## config.mk

```make
export PLATFORM = sky130hd
export DESIGN_NAME = atten_ctrl
export DESIGN_NICKNAME = d
export VERILOG_FILES = /design/src/rtl/atten_ctrl_pkg.sv /design/src/rtl/atten_sync.sv /design/src/rtl/atten_shift.sv /design/src/rtl/atten_hold.sv /design/src/rtl/atten_ctrl.sv
export SDC_FILE = /design/constraint.sdc
export NUM_CORES = 1
export LEC_CHECK = 0
export ABC_AREA = 1
export BUFFER_PORTS_ARGS = -buffer_cell sky130_fd_sc_hd__buf_2
export CAP_MARGIN = 5
export CORE_ASPECT_RATIO = 0.7
export CORE_MARGIN = 5
export CORE_UTILIZATION = 44
export CTS_CLUSTER_SIZE = 8
export DETAILED_ROUTE_END_ITERATION = 12
export GPL_ROUTABILITY_DRIVEN = 0
export GPL_TIMING_DRIVEN = 0
export PLACE_DENSITY = 0.72
export SLEW_MARGIN = 15
export SYNTH_ARGS = -nofsm -noshare
export SYNTH_HDL_FRONTEND = slang
export SYNTH_HIERARCHICAL = 1
export SYNTH_SLANG_ARGS = --single-unit
```

## constraint.sdc

```tcl
create_clock -name clk -period 0.9 [get_ports clk]
set_clock_uncertainty 0.2 [all_clocks]
set_input_delay 0.045 -clock clk [delete_from_list [all_inputs] [get_ports clk]]
set_output_delay 0.045 -clock clk [all_outputs]
set_load 0.02 [all_outputs]
```

## src/rtl/atten_ctrl_pkg.sv

```systemverilog
// Package: shared defaults and the source-select encoding for the
// attenuator control front end. Assumes nothing beyond its users.
package atten_ctrl_pkg;
    localparam int unsigned ATT_BITS_DEF    = 6;
    localparam int unsigned SYNC_STAGES_DEF = 2;

    typedef enum logic {
        SRC_PARALLEL = 1'b0,
        SRC_SERIAL   = 1'b1
    } src_sel_e;
endpackage

```

## src/rtl/atten_sync.sv

```systemverilog
// Module: multi-bit level synchronizer. Each bit passes through STAGES
// flops. The bits are assumed to be independent levels, or slow enough
// that skew between them is harmless.
module atten_sync #(
    parameter int unsigned W      = 3,
    parameter int unsigned STAGES = 2
) (
    input  logic         clk,
    input  logic         rst_n,
    input  logic [W-1:0] d,
    output logic [W-1:0] q
);
    logic [W-1:0] pipe [STAGES];

    genvar s;
    generate
        for (s = 0; s < STAGES; s++) begin : g_stage
            if (s == 0) begin : g_first
                // Purpose: first capture flop for the asynchronous inputs.
                always_ff @(posedge clk) begin
                    if (!rst_n) pipe[0] <= '0;
                    else        pipe[0] <= d;
                end
            end else begin : g_next
                // Purpose: further settling stage.
                always_ff @(posedge clk) begin
                    if (!rst_n) pipe[s] <= '0;
                    else        pipe[s] <= pipe[s-1];
                end
            end
        end
    endgenerate

    assign q = pipe[STAGES-1];
endmodule

```

## src/rtl/atten_shift.sv

```systemverilog
// Module: serial-in parallel-out shift register. It advances on a rising
// edge of the synchronized serial clock and shifts MSB first (new bits
// enter at bit 0). The inputs must already be synchronized, with data and
// clock delayed equally.
module atten_shift #(
    parameter int unsigned W = 6
) (
    input  logic         clk,
    input  logic         rst_n,
    input  logic         sclk_s,
    input  logic         sdata_s,
    output logic         step,
    output logic [W-1:0] shreg
);
    logic sclk_d;

    // Purpose: remember the previous serial clock level for edge detection.
    always_ff @(posedge clk) begin
        if (!rst_n) sclk_d <= 1'b0;
        else        sclk_d <= sclk_s;
    end

    assign step = sclk_s & ~sclk_d;

    // Purpose: shift one bit in on each detected rising edge.
    always_ff @(posedge clk) begin
        if (!rst_n)    shreg <= '0;
        else if (step) shreg <= {shreg[W-2:0], sdata_s};
    end
endmodule

```

## src/rtl/atten_hold.sv

```systemverilog
// Module: level-sensitive hold stage modelled as an enable-gated register.
// While open is high, the stage reloads from d on every clock. While open
// is low, it keeps its value.
module atten_hold #(
    parameter int unsigned W = 6
) (
    input  logic         clk,
    input  logic         rst_n,
    input  logic         open,
    input  logic [W-1:0] d,
    output logic [W-1:0] q
);
    // Purpose: transparent-when-open state register.
    always_ff @(posedge clk) begin
        if (!rst_n)    q <= '0;
        else if (open) q <= d;
    end
endmodule

```

## src/rtl/atten_ctrl.sv

```systemverilog
// Module: top of the step attenuator control front end. It synchronizes
// the serial clock, serial data and latch enable, shifts serial bits in,
// selects the serial or parallel word and holds it under latch-enable
// control. par_word and src_serial are assumed quasi-static with respect
// to clk.
module atten_ctrl
    import atten_ctrl_pkg::*;
#(
    parameter int unsigned ATT_BITS    = ATT_BITS_DEF,
    parameter int unsigned SYNC_STAGES = SYNC_STAGES_DEF
) (
    input  logic                clk,
    input  logic                rst_n,
    input  logic                src_serial,
    input  logic [ATT_BITS-1:0] par_word,
    input  logic                ser_data,
    input  logic                ser_clk,
    input  logic                ser_le,
    output logic [ATT_BITS-1:0] att_state,
    output logic [ATT_BITS-1:0] att_halfdb
);
    localparam int unsigned SYNC_W = 3;

    logic [SYNC_W-1:0]   async_in;
    logic [SYNC_W-1:0]   sync_out;
    logic                sclk_sync;
    logic                sdata_sync;
    logic                le_sync;
    logic                shift_step;
    logic [ATT_BITS-1:0] shreg;
    logic [ATT_BITS-1:0] hold_d;
    src_sel_e            src_sel;

    assign async_in   = {ser_clk, ser_data, ser_le};
    assign sclk_sync  = sync_out[2];
    assign sdata_sync = sync_out[1];
    assign le_sync    = sync_out[0];
    assign src_sel    = src_sel_e'(src_serial);

    atten_sync #(.W(SYNC_W), .STAGES(SYNC_STAGES)) u_sync (
        .clk   (clk),
        .rst_n (rst_n),
        .d     (async_in),
        .q     (sync_out)
    );

    atten_shift #(.W(ATT_BITS)) u_shift (
        .clk     (clk),
        .rst_n   (rst_n),
        .sclk_s  (sclk_sync),
        .sdata_s (sdata_sync),
        .step    (shift_step),
        .shreg   (shreg)
    );

    // Purpose: pick the word that feeds the hold stage.
    always_comb begin
        case (src_sel)
            SRC_SERIAL: hold_d = shreg;
            default:    hold_d = par_word;
        endcase
    end

    atten_hold #(.W(ATT_BITS)) u_hold (
        .clk   (clk),
        .rst_n (rst_n),
        .open  (le_sync),
        .d     (hold_d),
        .q     (att_state)
    );

    // Binary weights make the half-dB count equal to the word itself.
    assign att_halfdb = att_state;
endmodule

```

==> results of run 1 <==
-- worst reg2reg max path, delay by kind of cell (launching register included) --
| family | cells | cell delay [ns] |
|---|---|---|
| buffers and inverters | 1 | 0.04 |
| flip-flops | 1 | 0.41 |
| AND/OR/NAND/NOR | 3 | 0.31 |
-- metal layers --
layer | up-vias | routed length (microns) | GRT usage
met4 | 0 | 24 | 0.02542
met1 | 355 | 811 | 0.1717
met2 | 29 | 1185 | 0.2893
met5 | - | 0 | 0
li1 | 426 | - | -
met3 | 4 | 133 | 0.05042
-- synth_stat cells --
| cell type | instances | area, sq um |
|---|---|---|
| inv_1 | 20 | 75.07 |
| nor2_2 | 5 | 31.28 |
| nor2_1 | 19 | 71.32 |
| nor2_4 | 1 | 11.26 |
| nand2_1 | 43 | 161.4 |
| nand3_1 | 6 | 30.03 |
| inv_2 | 2 | 7.510 |
| buf_4 | 6 | 45.04 |
| buf_6 | 2 | 22.52 |
| dfxtp_1 | 19 | 380.4 |
-- what timing repair did --
action,in CTS,in global routing
setup buffers,7,1
hold endpoints to repair,19,19
resized for setup,54,10
endpoints found under the setup margin,24,25
pin swaps,9,9
cloned,1,0
-- stage by stage --
step	area [sq um]	TNS, ns	hold WS [ns]	utilization
after global routing	1287	-4.551	-0.09826	0.7005
after detailed placement	993.5	-0.9628	0.03529	0.5405
after global placement	993.5	-0.7412	0.02678	0.5405
after CTS	1271	-3.648	-0.1085	0.6916
after floorplan	850.8	-0.2808	-0.06158	-
final	1287	-3.402	-0.09470	0.7005
-- power by group through the flow --
stage               registers [mW]  clock network, mW  logic (mW)
finish                       0.920              0.453       0.361
global route                 0.926              0.510       0.397
floorplan                    0.941                  0       0.156
detailed placement           0.928                  0       0.253
CTS                          0.915              0.469       0.350
global placement             0.926                  0       0.248
-- cell usage in the layout (no fill, tap or decap), types with 2 or more instances in the layout --
master | synthesis | routed
nand2_1 | 43 | 38
buf_6 | 2 | 20
inv_1 | 20 | 17
nor2_1 | 19 | 15
dfxtp_2 | 0 | 13
buf_2 | 0 | 11
buf_4 | 6 | 7
nand2_2 | 0 | 5
nor2_4 | 1 | 5
nor2_2 | 5 | 5
inv_2 | 2 | 4
dfxtp_1 | 19 | 4
clkbuf_4 | 0 | 3
dlygate4sd3_1 | 0 | 3
nand3_1 | 6 | 3
nand3_2 | 0 | 3
dfxtp_4 | 0 | 2
-- worst paths after layout --
kind,from,to,slack [ns],depth (start not counted)
hold reg to reg,u_sync/pipe[0][0],u_sync/pipe[1][0],0.22,2
hold / removal,rst_n,u_sync/pipe[1][0],-0.09,3
setup / recovery,u_hold/q[3],att_state[3],-0.23,2
setup reg to reg,u_sync/pipe[1][2],u_shift/shreg[3],-0.14,4
-- state kept, by name (all words and copies together), names as in the netlist --
| register | flops |
|---|---|
| u_hold/q | 6 |
| u_shift/sclk_d | 1 |
| u_shift/shreg | 6 |
| u_sync/pipe | 6 |
-- area by class of cell --
cell class	count	area share
Clock buffer	3	0.01749
Sequential cell	19	0.3139
Buffer	7	0.06122
Timing Repair Buffer	35	0.2323
Inverter	22	0.06608
Multi-Input combinational cell	74	0.2818
Tap cell	22	0.02138
Clock inverter	1	0.005831
-- logic make-up after synthesis --
group                  Yosys count
buffers and inverters           30
flip-flops                      19
AND/OR/NAND/NOR                 74
==> qor.txt, run 1 <==
status: finished, violations left
failing checks: negative hold slack, negative setup slack
Mapped Area: 835.8 sq um
grt total ovfl: 0
Max Buffers Root-to-Sink: 2
critical path type: register to primary output
CP Capture Type: primary output
CTS Buf Count: 3
RSZ-0062 raised after global routing: yes
Max Freq: 883.1 MHz
residual DRC count: 0
post-synthesis sequential area ratio: 0.4551
die height: 46.47 microns
core area: 1838 sq um
Combinational Power Share: 0.208
synth unique cells: 10
Avg WL per Cell: 11.78 microns
Slew @ Worst Pin: 0.3559 ns
Starting Density: 0.4547
initial antenna violation count: 0
Critical Path Max Stage Delay: 0.36 ns
synthesized flop and latch total: 19
setup slack after layout: -0.2323 ns
Tightest Hold Check Type: input pin to register
Ports: 24
Final Max Tran Viols: 0
GRT Overall Usage: 0.1547
first-pass GRT wire length: 3174 microns
drt pass-1 iters: 5
Syn Inst Count: 123
Clock Tree Root: clkbuf_4
Total Routed Length: 2155 microns
Leak Pwr: 0.6623 nW
Die Width: 62.09 microns
clock slew seen by the registers of the worst setup and hold paths: 0.12 ns
antenna diode count: 0
P per Cell Area: 1347 nW/um^2
Post-layout nets: 174
post-synthesis net count: 135
Reg power frac: 0.531
Simple-Gate Fraction of Synth Area: 0.3653
Tcrit/Tclk final: 1.258
Post-DRT Antenna Nets: 0
Adder-Cell Fraction of Synth Area: 0
Crit path buffers/inverters: 2
sw power: 0.4948 mW
total of max-cap violations: 0
Worst path slowest cell: dfxtp_2
area delta synth->final: 54.04%
crit path DAT: 0.89 ns
pre-CTS setup slack: -0.1406 ns
# clock sinks: 19
Final min period: 1.132 ns
Avg Synthesized Cell Area: 6.795 sq um
Clock power frac: 0.261
Compound-Gate Fraction of Synth Area: 0
Syn. warnings: 6
clock latency on the worst-skew pair: 0.30 ns
Post-Synth XOR/XNOR Area: 0
Rows: 13
vias per cell: 4.448
VDD IR max: 1.191 mV
ordered list of cells on the worst path: buf_6 > buf_6
area of the multi-input gates: 362.8 sq um
Switching Share: 0.2853
pin count of the biggest net entering global routing: 20
Post-Layout Cell Count: 183
Via Count: 814
largest family of logic cells by synthesized area: simple AND/OR/NAND/NOR gates
drt first-iter violations: 19
number of placed cells counting well taps: 168
multiplexer share of the synthesized area: 0
CTS hold repair buffers: 3
Hold Violations, Final: 19
startpoint types: register
Critical Path RT: 0.65 ns
vias in the first global route: 741
share of post-route cells with drive strength above 1: 0.5031
Storage cell area: 404.1 sq um
final setup fails: 24
hpwl dp: 1159 microns
Tot Pwr: 1.734 mW
CP top delay family: flip-flops
fill count: 154
input/output buffers: 23
H-tree depth: 1
CTS tree: built
die area: 2885 sq um
most used cell, CP: buf_6
worst hold margin: -0.09470 ns
Slew HR: 0.7628
Internal: 1.239 mW
CP max FO: 3
Note: power is estimated with default switching activity, not from simulation.
==> inputs of run 2 (changes only) <==
--- a/config.mk
+++ b/config.mk
@@ -5,17 +5,16 @@
 export SDC_FILE = /design/constraint.sdc
 export NUM_CORES = 1
 export LEC_CHECK = 0
-export ABC_AREA = 1
 export BUFFER_PORTS_ARGS = -buffer_cell sky130_fd_sc_hd__buf_2
 export CAP_MARGIN = 5
 export CORE_ASPECT_RATIO = 0.7
 export CORE_MARGIN = 5
-export CORE_UTILIZATION = 44
+export CORE_UTILIZATION = 43
 export CTS_CLUSTER_SIZE = 8
 export DETAILED_ROUTE_END_ITERATION = 12
 export GPL_ROUTABILITY_DRIVEN = 0
 export GPL_TIMING_DRIVEN = 0
-export PLACE_DENSITY = 0.72
+export PLACE_DENSITY = 0.71
 export SLEW_MARGIN = 15
 export SYNTH_ARGS = -nofsm -noshare
 export SYNTH_HDL_FRONTEND = slang
==> qor.txt, run 2 <==
status: finished, violations left (unchanged)
failing checks: negative hold slack, negative setup slack (unchanged)
crit path DAT: 0.86 ns (was 0.89 ns)
Worst R2R Start: u_shift/shreg[4] (was u_sync/pipe[1][2])
Syn. warnings: 6 (unchanged)
GRT Overall Usage: 0.1099 (was 0.1547)
Post-DRT Antenna Nets: 0 (unchanged)
Critical Path RT: 0.65 ns (about the same)
Post-Layout Cell Count: 123 (was 183)
most common cell after layout, fill and taps aside: buf_6 (was nand2_1)
die height: 46.02 microns (was 46.47 microns)
residual DRC count: 0 (unchanged)
startpoint types: register (unchanged)
vias per cell: 4.358 (was 4.448)
vias in the first global route: 492 (was 741)
Final Max Tran Viols: 0 (unchanged)
grt total ovfl: 0 (unchanged)
synthesized flop and latch total: 19 (unchanged)
clock latency on the worst-skew pair: 0.29 ns (was 0.30 ns)
pre-CTS setup slack: -0.1573 ns (was -0.1406 ns)
drt first-iter violations: 1 (was 19)
Ports: 24 (unchanged)
Setup crit start: u_hold/q[1] (was u_hold/q[3])
Total Routed Length: 1296 microns (was 2155 microns)
first-pass GRT wire length: 2187 microns (was 3174 microns)
Max Buffers Root-to-Sink: 2 (unchanged)
area delta synth->final: 40.82% (was 54.04%)
worst hold margin: -0.1052 ns (was -0.09470 ns)
Syn Inst Count: 68 (was 123)
hpwl dp: 970.9 microns (was 1159 microns)
initial antenna violation count: 0 (unchanged)
CTS Buf Count: 3 (unchanged)
pin count of the biggest net entering global routing: 14 (was 20)
synth cell count leaders: dfxtp_1 (19), mux2i_1 (12), nand2_1 (7) (was nand2_1 (43), inv_1 (20), dfxtp_1 (19), nor2_1 (19))
drt pass-1 iters: 2 (was 5)
Post-layout nets: 114 (was 174)
post-synthesis sequential area ratio: 0.4772 (was 0.4551)
most frequent cells in the layout: buf_6 (18), mux2i_1 (12), dfxtp_2 (12) (was nand2_1 (38), buf_6 (20), inv_1 (17))
Slew @ Worst Pin: 0.1854 ns (was 0.3559 ns)
Tightest Hold Check Type: input pin to register (unchanged)
Die Width: 61.46 microns (was 62.09 microns)
CTS hold repair buffers: 3 (unchanged)
EDFF count, synth: 0 (unchanged)
Synth Flop Type: dfxtp_1 (unchanged)
Async SR Flop Fraction: 0 (unchanged)
Clock Tree Root: clkbuf_4 (unchanged)
total of max-cap violations: 0 (unchanged)
final setup TNS: -3.618 ns (was -3.402 ns)
antenna diode count: 0 (unchanged)
CTS tree: built (unchanged)
fill count: 151 (was 154)
post-synthesis net count: 80 (was 135)
Max Freq: 904.8 MHz (was 883.1 MHz)
synth unique cells: 11 (was 10)
Tcrit/Tclk final: 1.228 (was 1.258)
input/output buffers: 22 (was 23)
critical path type: register to primary output (unchanged)
VDD IR max: 0.9195 mV (was 1.191 mV)
share of post-route cells with drive strength above 1: 0.5842 (was 0.5031)
clock slew seen by the registers of the worst setup and hold paths: 0.10 ns (was 0.12 ns)
CP max FO: 3 (unchanged)
Mapped Area: 797.0 sq um (was 835.8 sq um)
Avg WL per Cell: 10.54 microns (was 11.78 microns)
setup slack after layout: -0.2053 ns (was -0.2323 ns)
most common cell in the netlist: dfxtp_1 (was nand2_1)
# clock sinks: 19 (unchanged)
Hold Violations, Final: 12 (was 19)
CP Capture Type: primary output (unchanged)
Leak Pwr: 0.4979 nW (was 0.6623 nW)
min-delay src: rst_n (unchanged)
Via Count: 536 (was 814)
H-tree depth: 1 (unchanged)
Starting Density: 0.4414 (was 0.4547)
Area contributors post-synth: dfxtp_1 (48%), mux2i_1 (15%), mux2_4 (11%), buf_4 (5.7%), and2_1 (4.7%) (was dfxtp_1 (46%), nand2_1 (19%), inv_1 (9.0%), nor2_1 (8.5%), buf_4 (5.4%))
number of placed cells counting well taps: 112 (was 168)
die area: 2828 sq um (was 2885 sq um)
Rows: 13 (unchanged)
Final min period: 1.105 ns (was 1.132 ns)
area leader, netlist: dfxtp_1 (unchanged)
core area: 1805 sq um (was 1838 sq um)
Slew HR: 0.8764 (was 0.7628)
RSZ-0062 raised after global routing: yes (unchanged)
post-synth top area share: 0.4772 (was 0.4551)
Largest regs: u_hold/q (6), u_shift/shreg (6), u_sync/pipe (6) (unchanged)
final setup fails: 24 (unchanged)
Avg Synthesized Cell Area: 11.72 sq um (was 6.795 sq um)
P per Cell Area: 1294 nW/um^2 (was 1347 nW/um^2)
## run 2: cell types whose count changed after synthesis, sizes merged, moves of 7 or more
cell,delta
and2,+7
mux2i,+12
nor2,-25
nand2,-36
inv,-22
nor2b,+7
## run 2: cell families (layout without fill, tap and decap cells)
logic type,Yosys count,in the layout,share of synthesized area
mux,18,18,0.2637
buf+inv,10,43,0.1052
flops,19,19,0.4772
simple gates,21,21,0.1539
## run 2: what timing repair did
item | CTS | global route
setup buffers | 4 | 0
cloned | 0 | 0
endpoints found under the hold margin | 12 | 12
setup endpoints to repair | 24 | 24
resized for setup | 32 | 7
## run 2: stage by stage
stage / power (mW) / hold WS, ns / area, sq um / util
floorplan: 0.9933 / -0.03329 / 797.0 / -
global placement: 1.038 / 0.05082 / 934.6 / 0.5177
detailed placement: 1.040 / 0.05590 / 934.6 / 0.5177
CTS: 1.478 / -0.1044 / 1104 / 0.6112
global route: 1.543 / -0.1108 / 1122 / 0.6216
finish: 1.452 / -0.1052 / 1122 / 0.6216
## run 2: path summary, 6_finish.rpt
path | end | slack, ns | depth (start not counted)
min reg2reg | u_sync/pipe[1][1] | 0.23 | 1
max | att_state[1] | -0.21 | 2
min | u_hold/q[5] | -0.11 | 2
max reg2reg | u_hold/q[4] | -0.16 | 3
## run 2: metal layers
layer / vias up / GRT usage / part of all wire
met2: 15 / 0.1835 / 0.49
met5: - / 0 / 0
met1: 238 / 0.1237 / 0.43
met3: 0 / 0.05949 / 0.075
met4: 0 / 0.02542 / 0
li1: 283 / - / -
## run 2: final cells by class
cell class	count	area [sq um]	area share
Sequential cell	19	395.4	0.3523
Multi-Input combinational cell	39	332.8	0.2965
Timing Repair Buffer	29	234.0	0.2085
Buffer	10	106.4	0.09476
Tap cell	22	27.53	0.02453
Clock buffer	4	26.28	0.02341
## run 2: worst max-delay path, cell delays in order, from the launching register on
cell and delay [ns]:
dfxtp_2 0.35, buf_6 0.11, buf_6 0.12
## run 2: power by group
group	switching [mW]	leakage, nW	internal [mW]
sequential	0.00918	0.161	0.861
clock	0.231	0.0150	0.172
combinational	0.0660	0.322	0.113
total	0.306	0.498	1.15
==> inputs of run 3 (changes only) <==
--- a/config.mk
+++ b/config.mk
@@ -7,16 +7,14 @@
 export LEC_CHECK = 0
 export BUFFER_PORTS_ARGS = -buffer_cell sky130_fd_sc_hd__buf_2
 export CAP_MARGIN = 5
-export CORE_ASPECT_RATIO = 0.7
 export CORE_MARGIN = 5
 export CORE_UTILIZATION = 43
 export CTS_CLUSTER_SIZE = 8
 export DETAILED_ROUTE_END_ITERATION = 12
 export GPL_ROUTABILITY_DRIVEN = 0
 export GPL_TIMING_DRIVEN = 0
-export PLACE_DENSITY = 0.71
+export PLACE_DENSITY = 0.72
 export SLEW_MARGIN = 15
 export SYNTH_ARGS = -nofsm -noshare
 export SYNTH_HDL_FRONTEND = slang
-export SYNTH_HIERARCHICAL = 1
 export SYNTH_SLANG_ARGS = --single-unit
==> qor.txt, run 3 <==
Synth Flop Type: dfxtp_1 (unchanged)
area leader, netlist: dfxtp_1 (unchanged)
setup slack after layout: -0.2150 ns (was -0.2053 ns)
most common cell after layout, fill and taps aside: buf_6 (unchanged)
core area: 1708 sq um (was 1805 sq um)
Post-DRT Antenna Nets: 0 (unchanged)
flop2flop setup slack: -0.15 ns (was -0.16 ns)
area delta synth->final: 49.09% (was 40.82%)
most common cell in the netlist: dfxtp_1 (unchanged)
drt first-iter violations: 5 (was 1)
Total Routed Length: 1530 microns (was 1296 microns)
Slew @ Worst Pin: 0.1668 ns (was 0.1854 ns)
R2R depth: 3 (unchanged)
# clock sinks: 19 (unchanged)
startpoint types: register (unchanged)
post-synthesis net count: 85 (was 80)
Min-Delay Path Depth: 3 (was 2)
final setup fails: 22 (was 24)
Rows: 15 (was 13)
Final min period: 1.115 ns (was 1.105 ns)
Post-layout nets: 119 (was 114)
antenna diode count: 0 (unchanged)
share of post-route cells with drive strength above 1: 0.6698 (was 0.5842)
Max Buffers Root-to-Sink: 2 (unchanged)
Avg WL per Cell: 11.68 microns (was 10.54 microns)
first-pass GRT wire length: 2484 microns (was 2187 microns)
Area contributors post-synth: dfxtp_1 (50%), mux2i_1 (7.9%), a21boi_2 (7.4%), and2_2 (6.9%), buf_4 (6.9%) (was dfxtp_1 (48%), mux2i_1 (15%), mux2_4 (11%), buf_4 (5.7%), and2_1 (4.7%))
P per Cell Area: 1382 nW/um^2 (was 1294 nW/um^2)
die height: 51.96 microns (was 46.02 microns)
input/output buffers: 22 (unchanged)
Critical Path RT: 0.65 ns (about the same)
Die Width: 51.96 microns (was 61.46 microns)
pin count of the biggest net entering global routing: 11 (was 14)
total of max-cap violations: 0 (unchanged)
Starting Density: 0.4432 (was 0.4414)
Syn. warnings: 0 (was 6)
Final Max Tran Viols: 0 (unchanged)
pre-CTS setup slack: -0.1403 ns (was -0.1573 ns)
clock latency on the worst-skew pair: 0.29 ns (about the same)
post-synth top area share: 0.5025 (was 0.4772)
drt pass-1 iters: 4 (was 2)
Syn Inst Count: 73 (was 68)
initial antenna violation count: 0 (unchanged)
Setup crit start: u_hold.q[3] (was u_hold/q[1])
status: finished, violations left (unchanged)
Hold Violations, Final: 12 (unchanged)
Tot Pwr: 1.560 mW (was 1.452 mW)
min-delay src: par_word[5] (was rst_n)
most frequent cells in the layout: buf_6 (18), buf_2 (10), dfxtp_2 (9), dfxtp_1 (9), and2_2 (7) (was buf_6 (18), mux2i_1 (12), dfxtp_2 (12))
Leak Pwr: 0.4805 nW (was 0.4979 nW)
H-tree depth: 1 (unchanged)
EDFF count, synth: 0 (unchanged)
vias per cell: 4.534 (was 4.358)
grt total ovfl: 0 (unchanged)
synth unique cells: 15 (was 11)
Via Count: 594 (was 536)
Tightest Hold Check Type: input pin to register (unchanged)
Critical R2R Capture: u_shift.shreg[3] (was u_hold/q[4])
vias in the first global route: 594 (was 492)
synthesized flop and latch total: 19 (unchanged)
crit path DAT: 0.87 ns (was 0.86 ns)
Async SR Flop Fraction: 0 (unchanged)
Largest regs: u_hold.q (6), u_shift.shreg (6), u_sync.pipe (6) (was u_hold/q (6), u_shift/shreg (6), u_sync/pipe (6))
post-synthesis sequential area ratio: 0.5025 (was 0.4772)
CTS Buf Count: 3 (unchanged)
clock slew seen by the registers of the worst setup and hold paths: 0.10 ns (about the same)
failing checks: negative hold slack, negative setup slack (unchanged)
hpwl dp: 1014 microns (was 970.9 microns)
VDD IR max: 0.6930 mV (was 0.9195 mV)
Slew HR: 0.8856 (was 0.8764)
Clock Tree Root: clkbuf_4 (unchanged)
CTS hold repair buffers: 4 (was 3)
Ports: 24 (unchanged)
residual DRC count: 0 (unchanged)
synth cell count leaders: dfxtp_1 (19), nand2_1 (12), and2_2 (7), buf_4 (7) (was dfxtp_1 (19), mux2i_1 (12), nand2_1 (7))
Worst R2R Start: u_shift.sclk_d (was u_shift/shreg[4])
die area: 2699 sq um (was 2828 sq um)
GRT Overall Usage: 0.1242 (was 0.1099)
RSZ-0062 raised after global routing: yes (unchanged)
placed inst area: 900.9 sq um (was 934.6 sq um)
final setup TNS: -3.140 ns (was -3.618 ns)
CP Capture Type: primary output (unchanged)
Mapped Area: 757.0 sq um (was 797.0 sq um)
CP max FO: 3 (unchanged)
WHS Endpoint: u_hold.q[5] (was u_hold/q[5])
final instance area: 1129 sq um (was 1122 sq um)
worst hold margin: -0.1575 ns (was -0.1052 ns)
CTS tree: built (unchanged)
Avg Synthesized Cell Area: 10.37 sq um (was 11.72 sq um)
Tcrit/Tclk final: 1.239 (was 1.228)
Max Freq: 896.8 MHz (was 904.8 MHz)
critical path type: register to primary output (unchanged)
==> run 3: cell types whose count changed in the layout (fill, tap and decap cells not counted), moves of 4 or more <==
cell,change
a21boi_2,+6
a21oi_1,+5
and2_1,-6
and2_2,+6
mux2_4,-6
mux2i_1,-7
nand2_2,+6
nor2b_1,-6
o21ai_1,+4
==> run 3: final cells by class <==
cell class,count,area [sq um]
fill,137,579.3
clock buffer,4,26.28
tap,25,31.28
multi-input combinational,45,330.3
timing repair buffer,29,244.0
sequential,19,395.4
buffer,9,101.3
==> run 3: worst max path at each step <==
stage / endpoint / slack [ns]
floorplan: u_shift.shreg[1] / -0.06
global placement: u_shift.shreg[4] / -0.10
detailed placement: u_shift.shreg[1] / -0.14
CTS: att_state[0] / -0.21
global route: att_state[3] / -0.26
finish: att_state[3] / -0.22
==> run 3: power breakdown <==
group | switching (mW) | total (mW) | internal (mW) | leakage, nW
sequential | 0.0215 | 0.891 | 0.870 | 0.160
combinational | 0.103 | 0.253 | 0.150 | 0.306
clock | 0.244 | 0.416 | 0.172 | 0.0150
total | 0.368 | 1.56 | 1.19 | 0.481
==> run 3: what timing repair did <==
item                                    in CTS  in global routing
buffers inserted                             2                  0
cloned                                       1                  0
pin swaps                                    0                  2
resized for setup                           38                 15
endpoints found under the setup margin      23                 24
hold endpoints to repair                    15                 12
==> run 3: cells by family after synthesis <==
| group | Yosys count | synth area share |
|---|---|---|
| flip-flops | 19 | 0.5025 |
| AND/OR/NAND/NOR | 21 | 0.1471 |
| multiplexers | 6 | 0.07934 |
| buffers and inverters | 9 | 0.1025 |
| AO/OA/AOI/OAI | 18 | 0.1686 |
==> run 3: layer usage <==
| layer | share of wire | wire (microns) | GRT usage | vias up |
|---|---|---|---|---|
| met1 | 0.44 | 677 | 0.1388 | 266 |
| li1 | - | - | - | 303 |
| met4 | 0.0065 | 10 | 0.05240 | 0 |
| met5 | 0 | 0 | 0 | - |
| met3 | 0.051 | 78 | 0.03725 | 2 |
| met2 | 0.50 | 764 | 0.2155 | 23 |
==> run 3: worst max-delay path: stages (launching register included) <==
cell	delay [ns]
dfxtp_2	0.35
buf_6	0.11
buf_6	0.12
==> run 3: per-stage QoR <==
stage	std cells	util	hold slack (ns)
2_1_floorplan	73	-	-0.01663
3_3_place_gp	120	0.5275	0.06431
3_5_place_dp	120	0.5275	0.06823
4_1_cts	131	0.6374	-0.1492
5_1_grt	131	0.6608	-0.1456
6_report	131	0.6608	-0.1575
